**src/rtl/bcf_pkg.sv**
```systemverilog
package bcf_pkg;
    localparam int WORD_W = 32;
    localparam int BLK_W  = 128;
    localparam int WORDS  = BLK_W / WORD_W;

    // byte offsets of the register map
    localparam logic [4:0] OFS_STATUS = 5'h00;
    localparam logic [4:0] OFS_IN     = 5'h04;
    localparam logic [4:0] OFS_OUT    = 5'h08;
    localparam logic [4:0] OFS_CAUSE  = 5'h0C;
    localparam logic [4:0] OFS_CFG    = 5'h10;

    typedef enum logic [3:0] {
        P_COUNT, P_KEY, P_IV, P_DATA, P_CORE, P_WAIT, P_PUSH, P_TAIL, P_DONE
    } parse_st_t;

    typedef enum logic [1:0] {
        M_ECB = 2'b00, M_CBC = 2'b01, M_CFB = 2'b10, M_OFB = 2'b11
    } chain_mode_t;
endpackage

```
**src/rtl/bcf_fifo.sv**
```systemverilog
// Synchronous first-word-fall-through FIFO.
// Assumes DEPTH is a power of two; push when full and pop when empty are ignored.
module bcf_fifo #(
    parameter int W     = 32,
    parameter int DEPTH = 8
) (
    input  logic                         clk,
    input  logic                         rst_n,
    input  logic                         push,
    input  logic [W-1:0]                 wdata,
    input  logic                         pop,
    output logic [W-1:0]                 rdata,
    output logic                         empty,
    output logic                         full,
    output logic [$clog2(DEPTH+1)-1:0]   level
);
    localparam int AW = $clog2(DEPTH);
    localparam int LW = $clog2(DEPTH+1);

    logic [W-1:0]  mem [DEPTH];
    logic [AW-1:0] wr_ptr, rd_ptr;
    logic          do_push, do_pop;

    assign empty   = (level == '0);
    assign full    = (level == LW'(DEPTH));
    assign do_push = push && !full;
    assign do_pop  = pop && !empty;
    assign rdata   = mem[rd_ptr];

    // storage write
    always_ff @(posedge clk) begin
        if (do_push) mem[wr_ptr] <= wdata;
    end

    // pointer and level bookkeeping
    always_ff @(posedge clk) begin
        if (!rst_n) begin
            wr_ptr <= '0;
            rd_ptr <= '0;
            level  <= '0;
        end else begin
            if (do_push) wr_ptr <= wr_ptr + 1'b1;
            if (do_pop)  rd_ptr <= rd_ptr + 1'b1;
            level <= level + LW'(do_push) - LW'(do_pop);
        end
    end
endmodule

```
**src/rtl/bcf_core_stub.sv**
```systemverilog
// Placeholder cipher core: result = block XOR key, one cycle after acceptance.
// Accepts a request only on a rate tick derived from the divider select.
// Assumes the requester waits for the response before the next request.
module bcf_core_stub
    import bcf_pkg::*;
(
    input  logic             clk,
    input  logic             rst_n,
    input  logic [1:0]       rate_sel,
    input  logic             req_valid,
    output logic             req_ready,
    input  logic [BLK_W-1:0] req_data,
    input  logic [BLK_W-1:0] req_key,
    output logic             rsp_valid,
    output logic [BLK_W-1:0] rsp_data
);
    logic [2:0] div_cnt;
    logic [2:0] div_mask;

    assign div_mask  = 3'((4'd1 << rate_sel) - 4'd1);
    assign req_ready = ((div_cnt & div_mask) == 3'd0);

    // free-running rate counter
    always_ff @(posedge clk) begin
        if (!rst_n) div_cnt <= '0;
        else        div_cnt <= div_cnt + 3'd1;
    end

    // one-cycle transform
    always_ff @(posedge clk) begin
        if (!rst_n) begin
            rsp_valid <= 1'b0;
            rsp_data  <= '0;
        end else begin
            rsp_valid <= req_valid && req_ready;
            if (req_valid && req_ready) rsp_data <= req_data ^ req_key;
        end
    end
endmodule

```
**src/rtl/bcf_host_frontend.sv**
```systemverilog
// Register front-end for a 128-bit block cipher core.
// Parses count/key/IV header words from the input FIFO, runs payload blocks
// through the core with optional CBC chaining and fills the output FIFO.
// Assumes configuration is not changed while status bit 0 is set.
module bcf_host_frontend
    import bcf_pkg::*;
#(
    parameter int FIFO_DEPTH = 8
) (
    input  logic        clk,
    input  logic        rst_n,
    input  logic        bus_wr,
    input  logic        bus_rd,
    input  logic [4:0]  bus_addr,
    input  logic [31:0] bus_wdata,
    output logic [31:0] bus_rdata,
    output logic        irq
);
    localparam int LW = $clog2(FIFO_DEPTH+1);
    localparam int IW = $clog2(WORDS);
    localparam logic [IW-1:0] LAST = IW'(WORDS-1);

    // control registers
    logic        start_q, ie_q;
    logic [1:0]  rate_q;
    logic [2:0]  cause_q;
    logic [6:0]  cfg_q;

    // FIFO wiring
    logic              in_push, in_pop, in_empty, in_full;
    logic [WORD_W-1:0] in_head;
    logic [LW-1:0]     in_level;
    logic              out_push, out_pop, out_empty, out_full;
    logic [WORD_W-1:0] out_head, out_wdata;
    logic [LW-1:0]     out_level;

    // parser state
    parse_st_t         state;
    logic [IW-1:0]     idx;
    logic [WORD_W-1:0] count_q, blocks_done;
    logic [BLK_W-1:0]  key_q, chain_q, blk_q, res_q;

    // core port
    logic              core_valid, core_ready, rsp_valid;
    logic [BLK_W-1:0]  core_data, rsp_data;

    // decoded configuration and events
    logic        cfg_dec, cfg_rpk, cfg_rk, cfg_uc;
    chain_mode_t mode;
    logic        is_ecb, is_cbc, cnt_reached, tail_needed;
    logic        wr_status, wr_in, wr_cause, wr_cfg, rd_out;
    logic        ovf_evt, udf_evt, done_evt;
    logic        parser_idle;

    assign cfg_dec = cfg_q[0];
    assign cfg_rpk = cfg_q[2];
    assign cfg_rk  = cfg_q[3];
    assign cfg_uc  = cfg_q[4];
    assign mode    = chain_mode_t'(cfg_q[6:5]);
    assign is_ecb  = (mode == M_ECB);
    assign is_cbc  = (mode == M_CBC);

    assign cnt_reached = !cfg_uc && (blocks_done == count_q);
    assign tail_needed = is_ecb && !cfg_uc && (cfg_dec || cfg_rpk);
    assign parser_idle = (state == P_COUNT);

    assign wr_status = bus_wr && (bus_addr == OFS_STATUS);
    assign wr_in     = bus_wr && (bus_addr == OFS_IN);
    assign wr_cause  = bus_wr && (bus_addr == OFS_CAUSE);
    assign wr_cfg    = bus_wr && (bus_addr == OFS_CFG);
    assign rd_out    = bus_rd && (bus_addr == OFS_OUT);

    assign ovf_evt  = wr_in && in_full;
    assign udf_evt  = rd_out && out_empty;
    assign done_evt = start_q &&
                      ((state == P_DATA && cnt_reached && !tail_needed) ||
                       (state == P_TAIL && !out_full && idx == LAST));

    assign in_push = wr_in && !in_full;
    assign out_pop = rd_out && !out_empty;

    // input FIFO pops while a header or payload word is awaited
    always_comb begin
        in_pop = 1'b0;
        if (start_q && !in_empty) begin
            unique case (state)
                P_COUNT: in_pop = !cfg_uc;
                P_KEY:   in_pop = !cfg_rk;
                P_IV:    in_pop = !is_ecb;
                P_DATA:  in_pop = !cnt_reached;
                default: in_pop = 1'b0;
            endcase
        end
    end

    // output FIFO takes result words, then replay key words
    assign out_push  = start_q && !out_full && (state == P_PUSH || state == P_TAIL);
    assign out_wdata = (state == P_TAIL) ? key_q[BLK_W-1-WORD_W*idx -: WORD_W]
                                         : res_q[BLK_W-1-WORD_W*idx -: WORD_W];

    // core request, with encrypt-side chaining
    assign core_valid = start_q && (state == P_CORE);
    assign core_data  = (is_cbc && !cfg_dec) ? (blk_q ^ chain_q) : blk_q;

    bcf_fifo #(.W(WORD_W), .DEPTH(FIFO_DEPTH)) u_in_fifo (
        .clk(clk), .rst_n(rst_n), .push(in_push), .wdata(bus_wdata),
        .pop(in_pop), .rdata(in_head), .empty(in_empty), .full(in_full),
        .level(in_level)
    );

    bcf_fifo #(.W(WORD_W), .DEPTH(FIFO_DEPTH)) u_out_fifo (
        .clk(clk), .rst_n(rst_n), .push(out_push), .wdata(out_wdata),
        .pop(out_pop), .rdata(out_head), .empty(out_empty), .full(out_full),
        .level(out_level)
    );

    bcf_core_stub u_core (
        .clk(clk), .rst_n(rst_n), .rate_sel(rate_q),
        .req_valid(core_valid), .req_ready(core_ready),
        .req_data(core_data), .req_key(key_q),
        .rsp_valid(rsp_valid), .rsp_data(rsp_data)
    );

    // status and configuration registers
    always_ff @(posedge clk) begin
        if (!rst_n) begin
            start_q <= 1'b0;
            ie_q    <= 1'b0;
            rate_q  <= 2'd0;
            cfg_q   <= '0;
        end else begin
            if (wr_status) begin
                start_q <= bus_wdata[0];
                ie_q    <= bus_wdata[1];
                rate_q  <= bus_wdata[3:2];
            end
            if (wr_cfg) cfg_q <= bus_wdata[6:0];
        end
    end

    // sticky causes: a written zero clears, events set
    always_ff @(posedge clk) begin
        if (!rst_n) cause_q <= '0;
        else cause_q <= (wr_cause ? (cause_q & bus_wdata[2:0]) : cause_q)
                        | {udf_evt, ovf_evt, done_evt};
    end

    // header parser and block sequencer
    always_ff @(posedge clk) begin
        if (!rst_n) begin
            state       <= P_COUNT;
            idx         <= '0;
            blocks_done <= '0;
            count_q     <= '0;
            key_q       <= '0;
            chain_q     <= '0;
            blk_q       <= '0;
            res_q       <= '0;
        end else if (!start_q) begin
            state       <= P_COUNT;
            idx         <= '0;
            blocks_done <= '0;
        end else begin
            unique case (state)
                P_COUNT: begin
                    if (cfg_uc) state <= P_KEY;
                    else if (!in_empty) begin
                        count_q <= in_head;
                        state   <= P_KEY;
                    end
                end
                P_KEY: begin
                    if (cfg_rk) state <= P_IV;
                    else if (!in_empty) begin
                        key_q[BLK_W-1-WORD_W*idx -: WORD_W] <= in_head;
                        idx <= idx + 1'b1;
                        if (idx == LAST) state <= P_IV;
                    end
                end
                P_IV: begin
                    if (is_ecb) state <= P_DATA;
                    else if (!in_empty) begin
                        chain_q[BLK_W-1-WORD_W*idx -: WORD_W] <= in_head;
                        idx <= idx + 1'b1;
                        if (idx == LAST) state <= P_DATA;
                    end
                end
                P_DATA: begin
                    if (cnt_reached) state <= tail_needed ? P_TAIL : P_DONE;
                    else if (!in_empty) begin
                        blk_q[BLK_W-1-WORD_W*idx -: WORD_W] <= in_head;
                        idx <= idx + 1'b1;
                        if (idx == LAST) state <= P_CORE;
                    end
                end
                P_CORE: if (core_ready) state <= P_WAIT;
                P_WAIT: begin
                    if (rsp_valid) begin
                        res_q <= (is_cbc && cfg_dec) ? (rsp_data ^ chain_q) : rsp_data;
                        if (is_cbc) chain_q <= cfg_dec ? blk_q : rsp_data;
                        state <= P_PUSH;
                    end
                end
                P_PUSH: begin
                    if (!out_full) begin
                        idx <= idx + 1'b1;
                        if (idx == LAST) begin
                            blocks_done <= blocks_done + 1'b1;
                            state       <= P_DATA;
                        end
                    end
                end
                P_TAIL: begin
                    if (!out_full) begin
                        idx <= idx + 1'b1;
                        if (idx == LAST) state <= P_DONE;
                    end
                end
                default: state <= P_DONE;
            endcase
        end
    end

    // register read mux
    always_comb begin
        bus_rdata = '0;
        if (bus_rd) begin
            unique case (bus_addr)
                OFS_STATUS: bus_rdata = {26'd0, !in_full, !out_empty, rate_q, ie_q, start_q};
                OFS_OUT:    bus_rdata = out_empty ? '0 : out_head;
                OFS_CAUSE:  bus_rdata = {29'd0, cause_q};
                OFS_CFG:    bus_rdata = {25'd0, cfg_q};
                default:    bus_rdata = '0;
            endcase
        end
    end

    assign irq = ie_q && (cause_q != '0);
endmodule

```
**config.mk**
```make
export PLATFORM = sky130hd
export DESIGN_NAME = bcf_host_frontend
export DESIGN_NICKNAME = d
export VERILOG_FILES = /design/src/rtl/bcf_pkg.sv /design/src/rtl/bcf_fifo.sv /design/src/rtl/bcf_core_stub.sv /design/src/rtl/bcf_host_frontend.sv
export SDC_FILE = /design/constraint.sdc
export NUM_CORES = 2
export LEC_CHECK = 0
export ABC_CLOCK_PERIOD_IN_PS = 8800
export BUFFER_PORTS_ARGS = -buffer_cell sky130_fd_sc_hd__buf_2
export CAP_MARGIN = 20
export CORE_ASPECT_RATIO = 0.9
export CORE_MARGIN = 2
export CORE_UTILIZATION = 48
export DETAILED_ROUTE_END_ITERATION = 10
export PLACE_DENSITY_LB_ADDON = 0.05
export SLEW_MARGIN = 25
export SYNTH_ARGS = -nofsm -noshare
export SYNTH_HDL_FRONTEND = slang
export SYNTH_SLANG_ARGS = --single-unit
```
**constraint.sdc**
```tcl
create_clock -name clk -period 8.8 [get_ports clk]
set_clock_uncertainty 0.2 [all_clocks]
set_input_delay 0.88 -clock clk [delete_from_list [all_inputs] [get_ports clk]]
set_output_delay 0.88 -clock clk [all_outputs]
set_load 0.05 [all_outputs]
```
==> impl_metrics.yaml <==
sta:
  rsz0062_at_grt: "false"
  finalCriticalPeriod_ns: 4.70
  finalSetupViolations: 0
  fin_tns_setup_ns: 0
  slew_viol_final: 0
  tightest_slew_ns: 1.18
  slew_headroom_pct: 20.1
  hold_violations: 0
  fmax_ghz: 0.213
  finalCritPeriodShare_pct: 53.4
layout:
  nets: 5383
  drive_gt1_share_pct: 12.0
  fin_cells: 7005
  fillers: 10500
  synthToLayoutAreaGrowth_pct: 11.0
synthesis:
  synthFlopType: "dfxtp_1"
  yosys.area.top_type: "edfxtp_1"
  synthTopCellsByCount: "nand2_1 (923), nor2_1 (909), dfxtp_1 (754)"
  synthSimpleGateAreaFrac_pct: 13.9
  synth.area.mux_share_pct: 13.5
  synth_edf_count: 512
  syn_area_um2: 56600
  synth_xor_area_share_pct: 7.04
  synth.area.top_cells: "edfxtp_1 (27%), dfxtp_1 (27%), mux4_2 (7.6%)"
  ys_seq_area_share_pct: 53.8
  synth_compound_area_share_pct: 8.15
  ys_ff_latch: 1266
  syn_inst: 5412
  syn_area_per_cell_um2: 10.5
  synth_top_area_share_pct: 27.2
  synth-async-reset-ratio_pct: 0
  synth_top_family_by_area: "simple AND/OR/NAND/NOR gates"
  synthAdderAreaFrac_pct: 0.535
  postSynthNetCount: 5476
  synth_cell_types: 65
  synthMostInstantiatedCell: "nand2_1"
  ys_warn_count: 0
floorplan:
  num_rows: 119
  coreArea_um2: 117000
  chipHeight_um: 330
  die_w_um: 366
  ios: 74
  dieArea_um2: 121000
  initial_utilization_pct: 48.4
setup_path:
  r2r_start: "state[2]"
  slowest_delay_ns: 0.75
  crit_slowest_cell: "dfxtp_4"
  end_kind: "output port"
  cp_data_required_time_ns: 7.72
  crit_arrival_ns: 3.62
  cp-start-kind: "register"
  ff2ff_setup_slack_ns: 4.72
  path_max_fanout: 33
  worst_r2r_path_depth: 7
  crit_type: "register to output port"
  crit_chain: "buf_4 -> mux4_2 -> mux2_2 -> a222oi_1 -> nor2_1 -> buf_2"
  r2r-end: "u_out_fifo.mem[5][8]"
power:
  pwr-share-seq_pct: 50.8
  switching_share_pct: 21.1
  power.internal_mw: 9.44
  powerDensity_nw_per_um2: 190
  p_leak_nw: 20.2
  pwr-share-clk_pct: 48.0
  p_switching_mw: 2.52
  combPwrFrac_pct: 1.1
  peakVddDrop_v: 0.000186
routing:
  vias: 39200
  wl_met2_mm: 74.0
  firstDrtPassIters: 8
  drtIter0Drc: 3323
  via_per_inst: 5.60
  wl_met1_mm: 75.7
  wl_mm: 163
  drcViolationCount: 0
  met3_length_mm: 9.82
  wl_per_cell_um: 23.3
  highest_layer: "met5"
  drtAntennaViolNets: 0
placed_design:
  gp_congestion: 0.810
  dp_hpwl_mm: 90.2
  portBuffers: 73
  dp.cells: 6752
clock_tree:
  cts_made_buffers: 138
  cts_tree: "yes"
  hold_buffers: 0
  post_cts_buffers: 0
  postCtsResizedCells: 0
  cts_sinks: 1266
  cts_root_buf: "clkbuf_16"
  cts.htree.levels: 4
  insertion_delay_ns: 0.76
  clk_pin_slew_ns: 0.06
  cts_max_path_buffers: 3
hold_path:
  hold_depth: 1
  hold_path_end: "u_in_fifo.mem[0][7]"
  worstHoldStart: "bus_wdata[7]"
  hold_path_class: "input pin to register"
global_route:
  grt_pass1_wl_mm: 244
  grt_pass1_vias: 37600
  antenna_found_initial: 14
  grt_overflow: 0
  grt_max_degree: 170
  grt_use_total_pct: 26.9
status:
  status: "completed"
job:
  cap_violations: 0
## critical path, delay by kind of cell (launching register included)
kind,cells,cell delay (ns)
flops,1,0.75
compound gates,1,0.26
buf+inv,2,0.87
simple gates,1,0.08
mux,2,0.90
## stage by stage
step | hold WS (ns) | setup slack (ns) | cell area, um^2 | total power, mW | util (%)
CTS | 0.133 | 3.93 | 62800 | 12.1 | 53.7
global route | 0.167 | 3.80 | 62800 | 12.3 | 53.7
floorplan | 0.230 | 3.99 | 56600 | 6.28 | -
global placement | 0.243 | 4.32 | 58300 | 6.34 | 49.8
finish | 0.193 | 4.10 | 62800 | 12.0 | 53.7
detailed placement | 0.250 | 4.63 | 58400 | 6.34 | 49.9
## cells by family after synthesis
kind of cell,after synthesis
AO/OA/AOI/OAI,752
multiplexers,521
flip-flops,1266
adder cells (fa/ha/maj),23
buffers and inverters,413
XOR/XNOR,455
AND/OR/NAND/NOR,1982
## per-layer routing
| metal | vias to the layer above | global-route usage [%] |
|---|---|---|
| met1 | 19300 | 38.1 |
| met2 | 1096 | 43.0 |
| met4 | 2 | 7.60 |
| li1 | 18700 | - |
| met5 | - | 0 |
| met3 | 225 | 4.32 |
## cells in the final DEF, fill, tap and decap left out, types with 6 or more instances in the layout
master,netlist,routed
nand2_1,923,919
nor2_1,909,901
dfxtp_1,754,746
edfxtp_1,512,512
a21oi_1,413,413
mux2i_1,322,298
a211oi_1,290,290
xnor2_1,272,272
mux4_2,192,192
xor2_1,183,183
clkbuf_16,0,141
buf_4,28,82
buf_2,60,72
nand3_1,34,32
clkbuf_1,283,29
clkbuf_8,0,23
ha_1,21,21
clkinv_2,0,20
inv_1,19,18
mux2i_2,0,17
clkinv_1,2,16
nand4_1,14,14
o21ai_0,13,13
nor4_1,12,12
and2_1,16,9
nand2b_1,9,9
nor3_1,14,9
inv_6,0,8
nor2_4,0,8
nor3_2,2,7
and3_1,8,7
or3_1,7,7
mux2_2,7,7
mux2i_4,0,7
and2_2,0,7
bufinv_16,0,7
a222oi_1,6,6
## power by group through the flow
stage	clock network (mW)	registers, mW	logic [mW]
floorplan	0	6.21	0.0708
global placement	0	6.21	0.132
detailed placement	0	6.21	0.134
CTS	5.86	6.08	0.134
global route	6.10	6.08	0.144
finish	5.74	6.08	0.134
## layout make-up
class	instances	area (um^2)	area share, %
well taps	1573	1970	3.13
repair buffers	159	1070	1.70
clock buffers	193	3950	6.29
diodes	3	7.51	0.0119
multi-input cells	3733	24700	39.4
clock inverters	57	503	0.801
flip-flops and latches	1266	30500	48.5
inverters	21	91.3	0.145
## how the worst max path moves through the flow
stage	startpoint	endpoint	cells past startpoint
after floorplan	bus_wr	u_in_fifo.mem[0][0]	7
final	register	bus_rdata[3]	6
after global routing	register	bus_rdata[3]	6
after global placement	bus_addr[1]	u_out_fifo.level[2]	13
after CTS	register	bus_rdata[3]	6
after detailed placement	bus_addr[1]	u_out_fifo.level[2]	13
## sequential cells by signal (all words and copies together) (netlist names), 2 cells and up, named ones only
signal             count
chain_q              128
cause_q                3
u_out_fifo.mem       256
u_out_fifo.rd_ptr      3
key_q                128
u_out_fifo.level       4
blocks_done           32
res_q                128
u_in_fifo.rd_ptr       3
blk_q                128
u_core.div_cnt         3
u_in_fifo.level        4
u_in_fifo.wr_ptr       3
u_in_fifo.mem        256
idx                    2
cfg_q                  7
u_core.rsp_data      128
rate_q                 2
state                  4
count_q               32
u_out_fifo.wr_ptr      3
(Power assumes the default switching activity.)
